**config.mk**
```make
export PLATFORM = sky130hd
export DESIGN_NAME = page_ecc_gen
export DESIGN_NICKNAME = d
export VERILOG_FILES = /design/src/rtl/pecc_pkg.sv /design/src/rtl/pecc_half_acc.sv /design/src/rtl/pecc_result_mux.sv /design/src/rtl/page_ecc_gen.sv
export SDC_FILE = /design/constraint.sdc
export NUM_CORES = 1
export LEC_CHECK = 0
export BUFFER_PORTS_ARGS = -buffer_cell sky130_fd_sc_hd__buf_2
export CORE_MARGIN = 3
export CORE_UTILIZATION = 58
export CTS_BUF_LIST = sky130_fd_sc_hd__clkbuf_8 sky130_fd_sc_hd__clkbuf_16
export CTS_CLUSTER_SIZE = 16
export DETAILED_ROUTE_END_ITERATION = 7
export PLACE_DENSITY = 0.8
export SLEW_MARGIN = 30
export SYNTH_ARGS = -nofsm -noshare
export SYNTH_HDL_FRONTEND = slang
export SYNTH_SLANG_ARGS = --single-unit
```
**constraint.sdc**
```tcl
create_clock -name clk -period 2.3 [get_ports clk]
set_clock_uncertainty 0.05 [all_clocks]
set_input_delay 0.115 -clock clk [delete_from_list [all_inputs] [get_ports clk]]
set_output_delay 0.115 -clock clk [all_outputs]
set_load 0.1 [all_outputs]
```
**src/rtl/pecc_pkg.sv**
```systemverilog
package pecc_pkg;
    localparam int BYTE_W     = 8;
    localparam int HALF_BYTES = 256;
    localparam int HALVES     = 2;
    localparam int PAGE_BYTES = HALF_BYTES * HALVES;
    localparam int ADDR_W     = $clog2(HALF_BYTES);
    localparam int LP_W       = 2 * ADDR_W;
    localparam int BIDX_W     = $clog2(BYTE_W);
    localparam int CP_W       = 2 * BIDX_W;
    localparam int CNT_W      = $clog2(PAGE_BYTES + 1);
    localparam int WORD_W     = 2 * BYTE_W;
    localparam int RES_WORDS  = 3;
    localparam int IDX_W      = $clog2(RES_WORDS);

    localparam logic [7:0] MODE_STANDBY = 8'h00;
    localparam logic [7:0] MODE_DATA    = 8'h94;
    localparam logic [7:0] MODE_ECC_CLR = 8'hF4;
    localparam logic [7:0] MODE_ECC_RUN = 8'hB4;
    localparam logic [7:0] MODE_ECC_OUT = 8'hD4;

    typedef struct packed {
        logic [LP_W-1:0]   lp;
        logic [BYTE_W-1:0] col;
    } half_par_t;

    // Spread one byte parity onto the line bit pairs picked by its address.
    function automatic logic [LP_W-1:0] line_mask(input logic [ADDR_W-1:0] a,
                                                  input logic p);
        logic [LP_W-1:0] m;
        m = '0;
        for (int k = 0; k < ADDR_W; k++) begin
            m[2*k]   = p & ~a[k];
            m[2*k+1] = p &  a[k];
        end
        return m;
    endfunction

    // Fold the running column XOR into the column parity pairs.
    function automatic logic [CP_W-1:0] col_pairs(input logic [BYTE_W-1:0] c);
        logic [CP_W-1:0] cp;
        cp = '0;
        for (int j = 0; j < BIDX_W; j++) begin
            for (int b = 0; b < BYTE_W; b++) begin
                if (((b >> j) & 1) != 0) cp[2*j+1] = cp[2*j+1] ^ c[b];
                else                     cp[2*j]   = cp[2*j]   ^ c[b];
            end
        end
        return cp;
    endfunction

    function automatic logic [BYTE_W-1:0] col_byte(input half_par_t h);
        return {~col_pairs(h.col), 2'b11};
    endfunction
endpackage

```
**src/rtl/pecc_half_acc.sv**
```systemverilog
module pecc_half_acc
    import pecc_pkg::*;
(
    input  logic              clk,
    input  logic              rst,
    input  logic              clr,
    input  logic              en,
    input  logic [ADDR_W-1:0] addr,
    input  logic [BYTE_W-1:0] dat,
    output half_par_t         par
);
    always_ff @(posedge clk) begin
        if (rst || clr) begin
            par <= '0;
        end else if (en) begin
            par.col <= par.col ^ dat;
            par.lp  <= par.lp ^ line_mask(addr, ^dat);
        end
    end

    AST_CLR_ZERO: assert property (@(posedge clk) disable iff (rst)
        clr |=> (par == '0));
    AST_IDLE_HOLD: assert property (@(posedge clk) disable iff (rst)
        (!en && !clr) |=> $stable(par));
endmodule

```
**src/rtl/pecc_result_mux.sv**
```systemverilog
module pecc_result_mux
    import pecc_pkg::*;
(
    input  half_par_t         h_lo,
    input  half_par_t         h_hi,
    input  logic              active,
    input  logic [IDX_W-1:0]  idx,
    output logic [WORD_W-1:0] word
);
    logic [BYTE_W-1:0] cb_lo, cb_hi;

    always_comb begin
        cb_lo = col_byte(h_lo);
        cb_hi = col_byte(h_hi);
        word  = '0;
        if (active) begin
            case (idx)
                2'd0:    word = {~h_lo.lp[15:8], ~h_lo.lp[7:0]};
                2'd1:    word = {~h_hi.lp[7:0], cb_lo};
                default: word = {cb_hi, ~h_hi.lp[15:8]};
            endcase
        end
    end
endmodule

```
**src/rtl/page_ecc_gen.sv**
```systemverilog
module page_ecc_gen
    import pecc_pkg::*;
(
    input  logic              clk,
    input  logic              rst,
    input  logic              mode_wr,
    input  logic [7:0]        mode_wdata,
    input  logic              byte_vld,
    input  logic [BYTE_W-1:0] byte_dat,
    input  logic              word_rd,
    output logic [WORD_W-1:0] word_rdata,
    output logic [7:0]        mode_q
);
    localparam int HSEL_W = CNT_W - ADDR_W;

    logic [7:0]       mode_r;
    logic [CNT_W-1:0] cnt;
    logic [IDX_W-1:0] idx;
    logic             calc, outm, clr, take;
    half_par_t        par [HALVES];

    assign calc   = (mode_r == MODE_ECC_RUN);
    assign outm   = (mode_r == MODE_ECC_OUT);
    assign clr    = mode_wr && (mode_wdata == MODE_ECC_CLR);
    assign take   = calc && byte_vld && !mode_wr && (cnt < CNT_W'(PAGE_BYTES));
    assign mode_q = mode_r;

    always_ff @(posedge clk) begin
        if (rst) begin
            mode_r <= MODE_STANDBY;
            cnt    <= '0;
            idx    <= '0;
        end else begin
            if (mode_wr) begin
                mode_r <= mode_wdata;
                if (mode_wdata == MODE_ECC_CLR) cnt <= '0;
                if (mode_wdata == MODE_ECC_OUT) idx <= '0;
            end else if (outm && word_rd) begin
                if (idx == IDX_W'(RES_WORDS - 1)) begin
                    mode_r <= MODE_DATA;
                    idx    <= '0;
                end else begin
                    idx <= idx + 1'b1;
                end
            end
            if (take) cnt <= cnt + 1'b1;
        end
    end

    for (genvar h = 0; h < HALVES; h++) begin : g_half
        logic en_h;
        assign en_h = take && (cnt[CNT_W-1:ADDR_W] == HSEL_W'(h));
        pecc_half_acc u_acc (
            .clk  (clk),
            .rst  (rst),
            .clr  (clr),
            .en   (en_h),
            .addr (cnt[ADDR_W-1:0]),
            .dat  (byte_dat),
            .par  (par[h])
        );
    end

    pecc_result_mux u_mux (
        .h_lo   (par[0]),
        .h_hi   (par[1]),
        .active (outm),
        .idx    (idx),
        .word   (word_rdata)
    );

    AST_CNT_BOUND: assert property (@(posedge clk) disable iff (rst)
        cnt <= CNT_W'(PAGE_BYTES));
    AST_CLR_COUNT: assert property (@(posedge clk) disable iff (rst)
        clr |=> (cnt == '0));
    AST_IDLE_COUNT: assert property (@(posedge clk) disable iff (rst)
        (!calc && !clr) |=> $stable(cnt));
    AST_IDX_RANGE: assert property (@(posedge clk) disable iff (rst)
        idx < IDX_W'(RES_WORDS));
    AST_OUT_RETURN: assert property (@(posedge clk) disable iff (rst)
        (outm && word_rd && !mode_wr && idx == IDX_W'(RES_WORDS - 1))
        |=> (mode_q == MODE_DATA));
    AST_MODE_FOLLOW: assert property (@(posedge clk) disable iff (rst)
        mode_wr |=> (mode_q == $past(mode_wdata)));
endmodule

```
==> summary.txt <==
count of state elements after synthesis - 68
WL per Instance - 16.8 um
syn avg cell area - 8.49 sq um
Clock power frac - 35.1%
Cell Area, Placed - 4320 sq um
Max FO, Critical Path - 8
first-pass GRT wire length - 15,300 um
Synth Instances - 426
# DRC - 0
status - finished clean
die area - 7220 sq um
gr usage total - 26.3%
CP Capture Type - output port
Clock Latency Late Sink - 0.34 ns
worst reg2reg path depth - 5
port bufs - 44
GPL Wtd Cong - 0.878
final hold vios - 0
startpoint types - register
Die H - 84.9 um
Mapped Area - 3610 sq um
maximum root-to-sink buffer count - 2
Layout Cells excl Fill - 542
grt total ovfl - 0
Power, Total - 0.00238 W
final WL - 9080 um
Initial Util - 60.3%
Layout Nets - 484
period utilization - 95.2%
worst reg2reg path startpoint - mode_q[6]$_SDFFE_PP0P_
Critical Path Sink - word_rdata[15]
number of endpoints failing setup at the final stage - 0
Final Max Tran Viols - 0
TritonCTS clock tree - built
Setup CP Type - register to output port
width of the die - 84.9 um
XOR/XNOR share of the synthesized area - 12.8%
layout cells sized above 1 - 21.4%
post-synthesis sequential area ratio - 37.7%
initial antenna violation count - 0
mux cell area share after synthesis - 3.43%
H-tree levels - 3
via count - 3,371
YS warnings - 0
ant diodes - 0
Layout area overhead - 25.6%
Post-synth EDFFs - 0
Syn Nets - 448
placed cells - 522
Worst Path Arrival - 2.03 ns
Pint - 0.00168 W
root buf cell - clkbuf_8
Post-synth ARST share - 0%
Switching Power - 0.000695 W
largest family of logic cells by synthesized area - simple AND/OR/NAND/NOR gates
leading cell type in the layout, fill and taps excluded - dfxtp_1
fin area - 4540 sq um
post-synthesis compound-gate area fraction - 19.0%
most frequent cells in the layout - 60 x dfxtp_1, 45 x a21oi_1, 34 x xnor2_1, 33 x nor2_1
Hold/Removal Path Class - primary input to register
Slew @ Worst Pin - 0.568 ns
drt via density - 6.22
DP Wirelength - 6220 um
First DRT Iteration DRCs - 343
critical path launch point - idx[0]$_SDFFE_PP0P_
clock sinks - 68
core area - 5990 sq um
Cell variety after synth - 42
Synth Area in Adders - 0.346%
pin count of the biggest net entering global routing - 65
flop-to-flop setup slack - 0.18 ns
Gate power share - 14.7%
Final ANT Viol Nets - 0
Crit Reg-Reg Endpoint - g_half[1].u_acc.par[22]$_SDFFE_PP0P_
Seq pwr share - 50.2%
pwr dens - 524 nW/um^2
max cap viols - 0
vias in the first global route - 3,266
Net Sw Frac - 29.2%
crit path time final - 2.19 ns
# IOs - 45
fmax - 457 MHz
row count - 28
RSZ-0062 raised after global routing - no
Simple-Gate Fraction of Synth Area - 21.0%
CP required - 2.13 ns
Setup Buffers After CTS - 0
Reg clk slew, reported paths - 0.07 ns
drt pass-1 iters - 5
Leakage - 1.49 nW
headroom to the max-slew limit - 62.0%
TritonCTS Buffers - 9
Peak VDD IR - 0.540 mV
Synth Flop Type - dfxtp_1
-- cells by family (layout without fill, tap and decap cells) --
logic type,count (synthesis),after routing
AOI/OAI and AO/OA,109,109
xor gates and xnor gates,52,52
adders and majority gates,1,1
buffers and inverters,50,91
DFF,68,68
muxes,12,12
and+or+nand+nor,134,134
-- flip-flops by register name (all words and copies together), names as in the netlist --
register,cells
g_half.u_acc.par,48
cnt,10
mode_q,8
idx,2
-- area by class of cell --
cell class | count | area (sq um)
fill | 435 | 1450
tap | 75 | 93.8
multi-input combinational | 308 | 2280
sequential | 68 | 1380
inverter | 15 | 56.3
clock inverter | 6 | 25.0
timing repair buffer | 60 | 566
clock buffer | 10 | 138
-- metrics by stage --
step                utilization, %  hold WS [ns]  setup TNS, ns  setup slack, ns
floorplan                        -         0.212         -0.322           -0.117
global placement              72.1         0.320              0            0.298
detailed placement            72.1         0.322              0            0.197
CTS                           75.5        0.0113              0          0.00157
global route                  75.8        0.0210              0           0.0252
finish                        75.8        0.0188              0            0.110
-- power by group through the flow --
stage               clock network, W  logic [W]  registers (W)
floorplan                          0   0.000192        0.00128
global placement                   0   0.000334        0.00122
detailed placement                 0   0.000341        0.00122
CTS                         0.000846   0.000346        0.00119
global route                0.000900   0.000377        0.00120
finish                      0.000835   0.000350        0.00119
-- per-layer routing --
metal	share of wire (%)	wire length, um	track usage [%]
met5	0	0	0
met4	2.4	222	13.1
met3	5.5	498	5.73
met2	47	4260	40.8
met1	45	4100	34.6
-- cell usage after synthesis, types with 9 or more instances --
cell type,count,share of area (%)
a211oi_1,17,3.5
a21oi_1,51,7.1
buf_2,10,1.4
clkbuf_1,20,2.1
dfxtp_1,68,38
inv_1,14,1.5
mux2i_1,9,2.5
nand2_1,19,2.0
nand3_1,24,3.3
nor2_1,33,3.4
o31ai_1,32,6.6
or4_1,32,6.6
xnor2_1,34,8.2
xor2_1,17,4.1
-- worst max-delay path, stage by stage (launching register included) --
cell and delay [ns]:
dfxtp_1 0.57, buf_4 0.25, mux2i_1 0.22, nand2_1 0.12
a21oi_4 0.17, clkbuf_4 0.34
-- worst min path at each step --
stage | cells past startpoint | startpoint | slack [ns] | endpoint
2_1_floorplan | 2 | mode_wdata[0] | 0.21 | mode_q[0]$_SDFFE_PP0P_
3_3_place_gp | 3 | mode_wdata[0] | 0.32 | mode_q[0]$_SDFFE_PP0P_
3_5_place_dp | 3 | mode_wdata[3] | 0.32 | mode_q[3]$_SDFFE_PP0P_
4_1_cts | 3 | mode_wdata[7] | 0.01 | mode_q[7]$_SDFFE_PP0P_
5_1_grt | 3 | mode_wdata[4] | 0.02 | mode_q[4]$_SDFFE_PP0P_
6_report | 3 | mode_wdata[6] | 0.02 | mode_q[6]$_SDFFE_PP0P_
-- repair_timing --
action                                  CTS  global route
hold buffers                              4             0
endpoints found under the setup margin    0             6
hold endpoints to repair                  4             0
gates resized for setup                   0             5
Power figures use the tool's default switching activity.
